File: config.mk
export PLATFORM = sky130hd
export DESIGN_NAME = mcg_cycle_gen
export DESIGN_NICKNAME = d
export VERILOG_FILES = /design/src/rtl/mcg_pkg.sv /design/src/rtl/mcg_tseq.sv /design/src/rtl/mcg_strobe.sv /design/src/rtl/mcg_busio.sv /design/src/rtl/mcg_cycle_gen.sv
export SDC_FILE = /design/constraint.sdc
export NUM_CORES = 1
export LEC_CHECK = 0
export BUFFER_PORTS_ARGS = -buffer_cell sky130_fd_sc_hd__buf_2
export CORE_UTILIZATION = 25
export CTS_CLUSTER_DIAMETER = 200
export DETAILED_ROUTE_END_ITERATION = 12
export GPL_ROUTABILITY_DRIVEN = 0
export PLACE_DENSITY = 0.52
export SYNTH_ARGS = -nofsm -noshare
export SYNTH_HDL_FRONTEND = slang
export SYNTH_HIERARCHICAL = 1
export SYNTH_SLANG_ARGS = --single-unit
File: constraint.sdc
create_clock -name clk -period 1.98 [get_ports clk]
set_input_delay 0.297 -clock clk [delete_from_list [all_inputs] [get_ports clk]]
set_output_delay 0.297 -clock clk [all_outputs]
set_load 0.1 [all_outputs]
File: src/rtl/mcg_pkg.sv
package mcg_pkg;

   typedef enum logic [2:0] {
      CT_FETCH = 3'd0,
      CT_MRD   = 3'd1,
      CT_MWR   = 3'd2,
      CT_IORD  = 3'd3,
      CT_IOWR  = 3'd4
   } cyc_t;

   typedef struct packed {
      logic io_m;
      logic s1;
      logic s0;
   } stat_t;

   localparam logic [1:0] TS_1 = 2'd0;
   localparam logic [1:0] TS_2 = 2'd1;
   localparam logic [1:0] TS_3 = 2'd2;
   localparam logic [1:0] TS_4 = 2'd3;

   function automatic logic type_legal(input logic [2:0] code);
      return code <= 3'd4;
   endfunction

   function automatic logic kind_reads(input cyc_t c);
      return (c == CT_FETCH) || (c == CT_MRD) || (c == CT_IORD);
   endfunction

   function automatic logic kind_writes(input cyc_t c);
      return (c == CT_MWR) || (c == CT_IOWR);
   endfunction

   function automatic stat_t status_of(input cyc_t c);
      stat_t s;
      case (c)
         CT_FETCH: s = '{io_m: 1'b0, s1: 1'b1, s0: 1'b1};
         CT_MRD:   s = '{io_m: 1'b0, s1: 1'b1, s0: 1'b0};
         CT_MWR:   s = '{io_m: 1'b0, s1: 1'b0, s0: 1'b1};
         CT_IORD:  s = '{io_m: 1'b1, s1: 1'b1, s0: 1'b0};
         CT_IOWR:  s = '{io_m: 1'b1, s1: 1'b0, s0: 1'b1};
         default:  s = '0;
      endcase
      return s;
   endfunction

endpackage

File: src/rtl/mcg_tseq.sv
module mcg_tseq #(
   parameter int CLKS_PER_T = 2,
   localparam int PW = (CLKS_PER_T > 1) ? $clog2(CLKS_PER_T) : 1
) (
   input  logic          clk,
   input  logic          rst,
   input  logic          start,
   input  logic          is_fetch,
   output logic          active,
   output logic [1:0]    tidx,
   output logic [PW-1:0] phase,
   output logic          done
);
   import mcg_pkg::*;

   localparam logic [PW-1:0] PH_LAST = PW'(CLKS_PER_T - 1);

   logic [1:0] t_last;
   assign t_last = is_fetch ? TS_4 : TS_3;

   always_ff @(posedge clk) begin
      if (rst) begin
         active <= 1'b0;
         tidx   <= TS_1;
         phase  <= '0;
         done   <= 1'b0;
      end else begin
         done <= 1'b0;
         if (active) begin
            if (phase == PH_LAST) begin
               phase <= '0;
               if (tidx == t_last) begin
                  active <= 1'b0;
                  tidx   <= TS_1;
                  done   <= 1'b1;
               end else begin
                  tidx <= tidx + 2'd1;
               end
            end else begin
               phase <= phase + 1'b1;
            end
         end else if (start && !done) begin
            active <= 1'b1;
            tidx   <= TS_1;
            phase  <= '0;
         end
      end
   end

endmodule

File: src/rtl/mcg_strobe.sv
module mcg_strobe #(
   parameter int CLKS_PER_T = 2,
   localparam int PW = (CLKS_PER_T > 1) ? $clog2(CLKS_PER_T) : 1
) (
   input  logic            active,
   input  logic [1:0]      tidx,
   input  logic [PW-1:0]   phase,
   input  mcg_pkg::cyc_t   cyc,
   output logic            ale,
   output logic            rd_n,
   output logic            wr_n,
   output mcg_pkg::stat_t  stat,
   output logic            drv_addr,
   output logic            drv_data,
   output logic            cap_en
);
   import mcg_pkg::*;

   localparam int            MID      = CLKS_PER_T / 2;
   localparam logic [PW-1:0] PH_MID   = PW'(MID);
   localparam logic [PW-1:0] PH_PRE   = PW'(MID - 1);

   logic first_half;
   logic in_xfer;
   logic rd_kind;
   logic wr_kind;

   always_comb begin
      first_half = phase < PH_MID;
      rd_kind    = kind_reads(cyc);
      wr_kind    = kind_writes(cyc);
      in_xfer    = active && ((tidx == TS_2) || ((tidx == TS_3) && first_half));

      ale      = active && (tidx == TS_1) && first_half;
      rd_n     = !(in_xfer && rd_kind);
      wr_n     = !(in_xfer && wr_kind);
      drv_addr = active && (tidx == TS_1);
      drv_data = active && wr_kind && ((tidx == TS_2) || (tidx == TS_3));
      cap_en   = active && rd_kind && (tidx == TS_3) && (phase == PH_PRE);
      stat     = active ? status_of(cyc) : '0;
   end

endmodule

File: src/rtl/mcg_busio.sv
module mcg_busio #(
   parameter int ADDR_W = 16,
   parameter int DATA_W = 8,
   localparam int HI_W  = ADDR_W - DATA_W
) (
   input  logic              clk,
   input  logic              rst,
   input  logic              active,
   input  logic [ADDR_W-1:0] addr,
   input  logic [DATA_W-1:0] wdata,
   input  logic              drv_addr,
   input  logic              drv_data,
   input  logic              cap_en,
   input  logic [DATA_W-1:0] ad_in,
   output logic [HI_W-1:0]   addr_hi,
   output logic [DATA_W-1:0] ad_out,
   output logic              ad_oe,
   output logic [DATA_W-1:0] rdata
);

   for (genvar i = 0; i < DATA_W; i++) begin : g_lane
      always_comb begin
         if (drv_addr)      ad_out[i] = addr[i];
         else if (drv_data) ad_out[i] = wdata[i];
         else               ad_out[i] = 1'b0;
      end
   end

   for (genvar j = 0; j < HI_W; j++) begin : g_hi
      assign addr_hi[j] = active & addr[DATA_W + j];
   end

   assign ad_oe = drv_addr | drv_data;

   always_ff @(posedge clk) begin
      if (rst)         rdata <= '0;
      else if (cap_en) rdata <= ad_in;
   end

endmodule

File: src/rtl/mcg_cycle_gen.sv
module mcg_cycle_gen #(
   parameter int ADDR_W     = 16,
   parameter int DATA_W     = 8,
   parameter int CLKS_PER_T = 2,
   localparam int HI_W      = ADDR_W - DATA_W,
   localparam int PW        = (CLKS_PER_T > 1) ? $clog2(CLKS_PER_T) : 1
) (
   input  logic              clk,
   input  logic              rst,
   input  logic              req_valid,
   input  logic [2:0]        req_type,
   input  logic [ADDR_W-1:0] req_addr,
   input  logic [DATA_W-1:0] req_wdata,
   output logic              req_ready,
   output logic [HI_W-1:0]   addr_hi,
   output logic [DATA_W-1:0] ad_out,
   output logic              ad_oe,
   input  logic [DATA_W-1:0] ad_in,
   output logic              ale,
   output logic              rd_n,
   output logic              wr_n,
   output logic              io_m,
   output logic              s1,
   output logic              s0,
   output logic [DATA_W-1:0] rdata,
   output logic              done
);
   import mcg_pkg::*;

   if (CLKS_PER_T < 2 || (CLKS_PER_T % 2) != 0) begin : g_bad_ppt
      $error("CLKS_PER_T must be even and at least 2");
   end
   if (HI_W < 1) begin : g_bad_widths
      $error("ADDR_W must exceed DATA_W");
   end

   logic              active;
   logic [1:0]        tidx;
   logic [PW-1:0]     phase;
   logic              start;
   cyc_t              cyc_q;
   logic [ADDR_W-1:0] addr_q;
   logic [DATA_W-1:0] wdata_q;
   stat_t             stat;
   logic              drv_addr;
   logic              drv_data;
   logic              cap_en;

   assign req_ready = !active && !done;
   assign start     = req_valid && req_ready && type_legal(req_type);

   always_ff @(posedge clk) begin
      if (rst) begin
         cyc_q   <= CT_FETCH;
         addr_q  <= '0;
         wdata_q <= '0;
      end else if (start) begin
         cyc_q   <= cyc_t'(req_type);
         addr_q  <= req_addr;
         wdata_q <= req_wdata;
      end
   end

   mcg_tseq #(.CLKS_PER_T(CLKS_PER_T)) seq_i (
      .clk      (clk),
      .rst      (rst),
      .start    (start),
      .is_fetch (cyc_q == CT_FETCH),
      .active   (active),
      .tidx     (tidx),
      .phase    (phase),
      .done     (done)
   );

   mcg_strobe #(.CLKS_PER_T(CLKS_PER_T)) strb_i (
      .active   (active),
      .tidx     (tidx),
      .phase    (phase),
      .cyc      (cyc_q),
      .ale      (ale),
      .rd_n     (rd_n),
      .wr_n     (wr_n),
      .stat     (stat),
      .drv_addr (drv_addr),
      .drv_data (drv_data),
      .cap_en   (cap_en)
   );

   mcg_busio #(.ADDR_W(ADDR_W), .DATA_W(DATA_W)) bus_i (
      .clk      (clk),
      .rst      (rst),
      .active   (active),
      .addr     (addr_q),
      .wdata    (wdata_q),
      .drv_addr (drv_addr),
      .drv_data (drv_data),
      .cap_en   (cap_en),
      .ad_in    (ad_in),
      .addr_hi  (addr_hi),
      .ad_out   (ad_out),
      .ad_oe    (ad_oe),
      .rdata    (rdata)
   );

   assign io_m = stat.io_m;
   assign s1   = stat.s1;
   assign s0   = stat.s0;

endmodule

## Word level (Yosys, flattened, before mapping)

Cells that the tools add are included.

| word-level totals | value |
|---|---|
| register bits | 40 |
| input bits | 38 |
| word-level logic and storage cells | 91 |

| operators by class | value |
|---|---|
| add/subtract/negate cells | 2 |
| magnitude comparators | 2 |
| eq/ne operators | 8 |
| muxes and demuxes | 31 |
| bitwise gates (word level) | 11 |
| reduce and logical (&&, ||, !) cells | 29 |

Operator list:

| kind | count |
|---|---|
| 2-to-1 mux 1 bit | 25 |
| logical AND 1 bit | 15 |
| case mux 3 bit (5 select lines) | 1 |
| bitwise AND 1 bit | 8 |
| 2-to-1 mux 2 bit | 4 |
| == test 3 x 2 -> 1 bit (second input constant) | 2 |
| logical OR 1 bit | 5 |
| zero test 1 bit | 4 |
| == test 3 x 1 -> 1 bit (second input constant) | 1 |
| == test 3 bit (second input constant) | 1 |
| <= comparator 3 bit (second input constant) | 1 |
| zero test 3 bit | 1 |
| 2-to-1 mux 3 bit | 1 |
| OR reduction 3 bit | 1 |
| adder 2 x 1 -> 2 bit (second input constant) | 1 |
| == test 2 x 1 -> 1 bit (second input constant) | 1 |
| == test 2 bit | 1 |
| == test 2 bit (second input constant) | 1 |
| zero test 2 bit | 1 |
| inequality test 2 bit (second input constant) | 1 |
| NOT 1 bit | 2 |
| AND reduction 2 bit | 1 |
| nonzero test 2 bit | 1 |
| adder 1 bit (second input constant) | 1 |
| 2 further kinds | 2 |

## Logic depth before layout (Yosys ltp)

Gate-level depths: netlist of the first run.

| logic depth | value |
|---|---|
| depth in word-level cells | 7 |
| gate-level depth with buffers | 7 |

## Modules after synthesis

The synthesis of the first run kept the hierarchy.

Modules (own cells, without submodules):

| module | instances | cells each | area an instance (µm²) |
|---|---|---|---|
| mcg_cycle_gen | 1 | 120 | 1244.9 |
| mcg_busio | 1 | 46 | 444.2 |
| mcg_tseq | 1 | 26 | 229.0 |
| mcg_strobe | 1 | 22 | 161.4 |

## Worst setup path before layout of the first run

Ideal clock, no wire load.

| timing path | value |
|---|---|
| path kind | register to register |
| start | register seq_i.done |
| end | register seq_i.tidx[1] |
| setup time | 0.121 ns |
| arrival | 2.575 ns |
| path slack | -0.716 ns |
| stages on the path, launching flop included | 8 |
| clock period less this slack | 2.696 ns |
| cells stage by stage | dfxtp_1 > nor2_2 > and3_4 > buf_12 > buf_12 > nand2b_1 > a31oi_1 > a21oi_1 |

| on the way | value |
|---|---|
| cells in the longest elaborated chain, start to end | 7 |

Ends and longest elaborated chain:

| element | RTL line | text |
|---|---|---|
| from (decl) | mcg_tseq.sv:12 | `output logic done` |
| from (signal assigned) | mcg_tseq.sv:26 | `done <= 1'b0;` |
| from (signal assigned) | mcg_tseq.sv:28 | `done <= 1'b0;` |
| from (signal assigned) | mcg_tseq.sv:35 | `done <= 1'b1;` |
| zero test 1 bit | mcg_cycle_gen.sv:49 | `assign req_ready = !active && !done;` |
| logical AND 1 bit | mcg_cycle_gen.sv:49 |  |
| via req_ready | mcg_cycle_gen.sv:14 | `output logic req_ready,` |
| logical AND 1 bit (2 in a row) | mcg_cycle_gen.sv:50 | `assign start = req_valid && req_ready && type_legal(req_type);` |
| via start | mcg_cycle_gen.sv:40 | `logic start;` |
| logical AND 1 bit | mcg_tseq.sv:42 | `end else if (start && !done) begin` |
| nonzero test 2 bit (no line) | - |  |
| AND reduction 2 bit (no line) | - |  |
| to (signal assigned) | mcg_tseq.sv:37 | `tidx <= tidx + 2'd1;` |
| to (decl) | mcg_tseq.sv:10 | `output logic [1:0] tidx,` |

The timed path passes the listed nets, and every way through them passes these cells.
A chain may end at the register's enable or synchronous reset.

## Final worst setup path of the first run

| timing path | value |
|---|---|
| start | register seq_i.tidx[1] |
| end | output ad_out[2] |

| on the way | value |
|---|---|
| cells in the longest elaborated chain, start to end | 5 |
| elaborated cells on any way between the ends | 8 |

Ends and longest elaborated chain:

| element | RTL line | text |
|---|---|---|
| == test 2 x 1 -> 1 bit or == test 2 bit (tied branches) | mcg_strobe.sv:38 | `drv_data = active && wr_kind && ((tidx == TS_2) \|\| (tidx == TS_3));` |
| logical OR 1 bit * | mcg_strobe.sv:38 |  |
| logical AND 1 bit * | mcg_strobe.sv:38 |  |
| via drv_data | mcg_cycle_gen.sv:46 | `logic drv_data;` |
| 2-to-1 mux 1 bit * | mcg_busio.sv:24 | `else if (drv_data) ad_out[i] = wdata[i];` |
| 2-to-1 mux 1 bit * | mcg_busio.sv:23 | `if (drv_addr) ad_out[i] = addr[i];` |
| to (decl) | mcg_cycle_gen.sv:16 | `output logic [DATA_W-1:0] ad_out,` |

Mark *: on every way through the listed nets, which the timed path passes. The rest lies on a longest branch.

==> impl_results.md, run 1 <==
- Max cap viols: 0
- Failing checks: negative setup slack
- Critical path capture point type: primary output
- Clock skew: 0.0118 ns
- Max Fanout on Critical Path: 6
- PD cells: ~650 nW/um^2
- Number of antenna violations at the first check in global routing: 0
- Final hold violation count: 0
- Starting density of the core: 26.4%
- Commonest non-fill, non-tap cell in the layout: buf_2
- Syn Inst Count: 214
- Die W: 93.2 um
- Vias in the first global route: 1617
- Worst Path Required: about 1.7 ns
- Largest net degree at the start of global routing: 67
- Clock sinks: 40
- Synthesis warning total: 6
- Avg Cell Area, Syn: 9.72 um^2
- Status: finished with violations
- Syn Nets: 255
- # hold bufs at CTS: 0
- Fmax: 498 MHz
- Commonest non-fill, non-tap cells in the layout: buf_2 (57), nand2b_1 (55), dfxtp_1 (36), mux2i_1 (32), buf_12 (15)
- Worst slew pin tran: 0.526 ns
- Worst-path clk slew: 0.07 ns
- # setup viols final: 7
- CTS root buffer: clkbuf_8
- Peak supply drop: 0.211 mV
- DRT Pass-1 Iters: 4
- Final HPWL DP: roughly 3300 um
- Synth Register Bits: 40
- Minimum clock period: 2.01 ns
- R2R depth: 8
- R2r setup slk: ~0.27 ns
- Worst hold slack: roughly 0.25 ns
- Synth cell types: 38
- Unrepaired setup endpoints after global routing: true
- Rows: 32
- Final Max Tran Viols: 0
- Critical Path AT: 1.71 ns
- Die Ht: 93.2 um
- CP Class: register to primary output
- Rel. slew slack: 64.5%
- Worst setup SP type: register
- Layout area overhead: 43.4%
- TritonCTS clock tree: built
- H-tree depth: 2
- Wire length per cell: 11.8 um
- Placed insts: around 380
- Port Buffer Count: 70
- Hold EP: bus_i/rdata[6]$_SDFFE_PP0P_
- Vias: 1701
- Worst hold-check path type: input pin to register
- CORE AREA: 7890 um^2
- Final wirelength: 4670 um
- Layout cells sized above 1: between 30% and 40%
- Static leakage: roughly 0.0013 uW
- Total congestion overflow: 0
- Layout Cells excl Fill: 394
- Gr usage total: 11.3%
- Hold Path Depth: 3
- Worst reg2reg startpoint: seq_i/tidx[0]$_SDFFE_PP0P_
- Clock Path Buffers: 2
- R2R Path End: bus_i/rdata[5]$_SDFFE_PP0P_
- CTS Buf Count: 5
- ANT cells: 0
- DRT iter0 DRCs: 67
- Die Footprint: between 8000 and 9000 um^2
- Final #Nets: 332
- Synthesized area: 2080 um^2
- TNS Setup: -0.184 ns
- Startpoint of the lowest-slack hold path: ad_in[6]
- I/O pins: 71
- Sequential fraction of the synthesis area: 38.5%
- DRC violations left: 0
- ANT nets after route: 0
- Via/cell ratio: 4.32
- Setup ws final: -0.0297 ns
- Clk Latency, worst-skew pair: 0.29 ns
- First-pass GRT wire length: 7670 um
- Fin crit share: 102%
==> critical path, stage by stage, from the launching register on <==
cell,delay (ns)
dfxtp_2,0.34
inv_2,0.05
ha_4,0.24
and4_4,0.20
nor2b_4,0.15
buf_6,0.15
a22o_4,0.13
buf_12,0.16
==> synthesized netlist by cell type, drive strengths merged <==
cell type / instances / area share, %
xnor2: 1 / 0.42
o21ai: 3 / 0.72
a22o: 8 / 3.4
o2111ai: 2 / 0.84
nor4b: 1 / 0.42
a21oi: 3 / 0.72
nand2b: 55 / 17
dfxtp: 40 / 39
ha: 3 / 1.8
clkbuf: 5 / 0.90
xor2: 1 / 0.42
and2: 10 / 3.0
inv: 5 / 0.90
a31oi: 2 / 0.60
nand3b: 4 / 1.4
nor3: 1 / 0.24
nand4b: 1 / 0.42
and3: 3 / 1.1
or2: 1 / 0.30
buf: 7 / 4.5
mux2i: 32 / 15
and4: 2 / 0.84
nand4: 1 / 0.30
nor2b: 3 / 1.3
nand3: 2 / 0.48
o21a: 1 / 0.36
a21boi: 1 / 0.36
a21o: 1 / 0.36
or3b: 1 / 0.42
and4b: 1 / 0.48
nor2: 11 / 2.1
nand2: 2 / 0.36
==> logic make-up after synthesis <==
logic type	Yosys count	share of synthesized area (%)
AOI/OAI and AO/OA	21	7.34
xor gates and xnor gates	2	0.843
adders and majority gates	3	1.81
buffers and inverters	17	6.32
DFF	40	38.5
muxes	32	15.4
and+or+nand+nor	99	29.8
==> power by group <==
group,leakage (uW),internal (uW),switching [uW]
Sequential,0.000328,841,31.3
Clock,0.0000552,374,288
Combinational,0.000876,162,241
Total,0.00126,1380,560
==> per-stage QoR <==
| step | area [um^2] | total power [uW] | setup slack (ns) | utilization (%) |
|---|---|---|---|---|
| floorplan | 2120 | 1170 | -0.0340 | - |
| global placement | 2770 | 1290 | 0.178 | 35.1 |
| detailed placement | 2770 | 1290 | 0.154 | 35.1 |
| CTS | 2970 | 1980 | -0.0696 | 37.6 |
| global route | 2980 | 2040 | -0.110 | 37.8 |
| finish | 2980 | 1940 | -0.0297 | 37.8 |
==> registers in the layout, summed over array words and instances, names as in the netlist <==
register and flops:
seq_i/tidx 2, wdata_q 8, seq_i/done 1, cyc_q 3, seq_i/active 1, addr_q 16, bus_i/rdata 8, seq_i/phase 1
==> cell type report <==
type	instances	area (um^2)
clock buffer	6	72.6
clock inverter	2	35.0
fill	777	4900
inverter	5	18.8
multi-input combinational	157	1260
sequential	40	808
tap	102	128
timing repair buffer	82	664
==> what timing repair did <==
action                     CTS  global route
setup endpoints to repair    8             8
buffers inserted             3             1
resized for setup           13             2
pin swaps                    3             2
==> metal layers <==
| layer | vias up | share of wire, % | global-route usage [%] |
|---|---|---|---|
| li1 | 873 | - | - |
| met1 | 775 | 45 | 13.8 |
| met2 | 49 | 47 | 18.7 |
| met3 | 4 | 7.4 | 4.15 |
| met4 | 0 | 0.66 | 3.08 |
| met5 | - | 0 | 0 |
==> how the worst max path moves through the flow <==
stage                     slack [ns]  cells past startpoint        end                       start
after detailed placement        0.15                      6  ad_out[5]  seq_i/tidx[0]$_SDFFE_PP0P_
final                          -0.03                      7  ad_out[2]  seq_i/tidx[1]$_SDFFE_PP0P_
after global placement          0.18                      6  ad_out[7]  seq_i/tidx[1]$_SDFFE_PP0P_
after global routing           -0.11                      7  ad_out[5]  seq_i/tidx[1]$_SDFFE_PP0P_
after floorplan                -0.03                      4       rd_n  seq_i/tidx[0]$_SDFFE_PP0P_
after CTS                      -0.07                      7  ad_out[5]  seq_i/tidx[1]$_SDFFE_PP0P_
No activity file was read; power rests on OpenSTA's default activity.
==> run 2, diff against run 1 <==
Settings changed: PLACE_DENSITY 0.52 to unset, SYNTH_HIERARCHICAL 1 to unset.
==> impl_results.md, run 2 <==
- Main combinational cell family by area after synthesis: compound AO/OA/AOI/OAI gates
- R2R Path End: seq_i.tidx[1]$_SDFFE_PP0P_
- Worst slew pin tran: 0.531 ns
- Final HPWL DP: a little under 4000 um
- Synth Register Bits: 40
- H-tree depth: 2
- Largest cells by area after synthesis: dfxtp_1 (41%), a21oi_1 (9.4%), nand3_1 (6.9%), o21ai_1 (5.1%), a22o_1 (3.6%)
- EDFF count, synth: 0
- R2r setup slk: 0.41 ns
- Via/cell ratio: 4.87
- Count leader, synth: dfxtp_1
- Number of antenna violations at the first check in global routing: 0
- Synth async-reset ratio: 0%
- Crit path capture: ad_out[4]
- Largest register FFs: 16
- Cell taking the most area after synthesis: dfxtp_1
- Post-synthesis xor/xnor area fraction: 1.27%
- Vias: ~2000
- Worst setup SP type: register
- Die Ht: 90.8 um
- Final wirelength: between 5000 and 6000 um
- # hold bufs at CTS: 0
- Total congestion overflow: 0
- First-pass GRT wire length: 9320 um
- ANT nets after route: 0
- R2R depth: 5
- Top flop regs: addr_q (16), bus_i.rdata (8), wdata_q (8)
- Critical Path AT: 1.66 ns
- Largest net degree at the start of global routing: 29
- Unrepaired setup endpoints after global routing: true
- Clock sinks: 40
- Core occupancy in the finished layout: 40.2%
- Syn Nets: 278
- Peak supply drop: 0.240 mV
- Top cell type's share of synthesized area: 40.7%
- Setup ws final: between 0.02 and 0.025 ns
- Final Max Tran Viols: 0
- Vias in the first global route: 1888
- Worst Path Required: 1.68 ns
- DRC violations left: 0
- Minimum clock period: 1.96 ns
- Synthesized area: 1970 um^2
- Worst reg2reg startpoint: seq_i.active$_SDFF_PP0_
- Final hold violation count: 0
- Max Fanout on Critical Path: 8
- Commonest non-fill, non-tap cells in the layout: buf_2 (47), dfxtp_1 (38), a21oi_1 (36), nand3_1 (27), buf_12 (22)
- Static leakage: 0.00115 uW
- Rel. slew slack: 64.6%
- Worst Setup SP: seq_i.tidx[1]$_SDFFE_PP0P_
- Fin crit share: 99.0%
- Sequential fraction of the synthesis area: roughly 40%
- Port Buffer Count: 70
- Layout cells sized above 1: 39.5%
- Starting density of the core: 26.4%
- CTS root buffer: clkbuf_8
- Status: completed
- Most frequent cells after synthesis: dfxtp_1 (40), a21oi_1 (37), nand3_1 (27)
- Avg Cell Area, Syn: between 8 and 9 um^2
- CTS Buf Count: 5
- TritonCTS clock tree: built
- DRT Pass-1 Iters: 4
- Worst-path clk slew: 0.08 ns
- Clock Path Buffers: 2
- Commonest non-fill, non-tap cell in the layout: buf_2
- Synth Area in Compound Gates: between 20% and 30%
- Critical path capture point type: primary output
- I/O pins: 71
- Gr usage total: 13.9%
- Synthesis warning total: 0
- Mux share of post-synthesis cell area: 0%
- Die Footprint: 8240 um^2
- Fmax: 510 MHz
- Final #Nets: 345
- Rows: 31
- Worst hold-check path type: input pin to register
- Main synth FF type: dfxtp_1
- Layout area overhead: 51.8%
- # setup viols final: 0
- Wire length per cell: approximately 14 um
- Synth cell types: 41
- CORE AREA: ~7400 um^2
- Clk Latency, worst-skew pair: between 0.2 and 0.3 ns
- Max cap viols: 0
- Post-synthesis adder-cell area fraction: 1.91%
- Syn Inst Count: 237
- PD cells: 615 nW/um^2
- Biggest register: addr_q
- Die W: 90.8 um
- Post-Synth Simple-Gate Area: 22.4%
- CP Class: register to primary output
- Post-place setup slack: 0.168 ns
- Clock skew: 0.00580 ns
- Worst hold slack: 0.251 ns
- ANT cells: 0
- DRT iter0 DRCs: 76
- Hold Path Depth: 3
- Startpoint of the lowest-slack hold path: req_wdata[5]
[run 2: cell count changes in the layout (fill, tap and decap cells not counted), sizes merged, moves of 3 or more]
cell    change
nand2b     -51
mux2i      -32
nand4       +7
nand3      +25
nor2        -6
and3        -3
o21ai      +27
o31ai       +8
a21oi      +34
nor3b       +3
buf         +3
[run 2: worst min-delay path by stage]
stage	endpoint
2_1_floorplan	addr_q[0]$_SDFFE_PP0P_
3_3_place_gp	bus_i.rdata[1]$_SDFFE_PP0P_
6_report	wdata_q[5]$_SDFFE_PP0P_
5_1_grt	addr_q[11]$_SDFFE_PP0P_
4_1_cts	addr_q[5]$_SDFFE_PP0P_
3_5_place_dp	bus_i.rdata[1]$_SDFFE_PP0P_
[run 2: cells by family after synthesis]
group	count (synthesis)
adders and majority gates	3
xor gates and xnor gates	2
AOI/OAI and AO/OA	90
DFF	40
and+or+nand+nor	73
buffers and inverters	29
[run 2: metrics by stage]
| stage | setup TNS [ns] | area (um^2) | std cells | total power, uW |
|---|---|---|---|---|
| floorplan | -0.149 | 2020 | 237 | 1170 |
| finish | 0 | 2990 | 403 | 1840 |
| global placement | 0 | 2810 | 395 | 1320 |
| detailed placement | 0 | 2810 | 395 | 1330 |
| CTS | 0 | 2970 | 402 | 1860 |
| global route | -0.350 | 2990 | 403 | 1930 |
[run 2: area by class of cell]
class | count | area (um^2)
Sequential cell | 40 | 806
Multi-Input combinational cell | 168 | 1160
Timing Repair Buffer | 86 | 807
Clock inverter | 2 | 12.5
Inverter | 3 | 13.8
Tap cell | 99 | 124
Clock buffer | 5 | 68.8
Fill cell | 760 | 4460
[run 2: worst max-delay path, cell delays in order, from the launching register on]
cell     delay, ns
dfxtp_4       0.37
inv_4         0.04
ha_4          0.26
nor4b_4       0.19
buf_6         0.20
a22o_4        0.14
buf_12        0.16
[run 2: repair_timing]
action | in CTS | in global routing
endpoints found under the setup margin | 9 | 9
gates resized for setup | 16 | 5
gates cloned | 0 | 0
pin swaps | 1 | 2
buffers inserted | 0 | 1
[run 2: metal layers]
layer / track usage [%] / wire, um / up-vias
met5: 0 / 0 / -
li1: - / - / 995
met1: 18.1 / 2650 / 904
met4: 3.63 / 62 / 0
met2: 22.5 / 2680 / 56
met3: 3.79 / 301 / 6
[run 2: power breakdown]
| part | switching, uW | internal, uW |
|---|---|---|
| Clock | 284 | 239 |
| Sequential | 25.7 | 837 |
| Combinational | 286 | 168 |
| Total | 595 | 1240 |
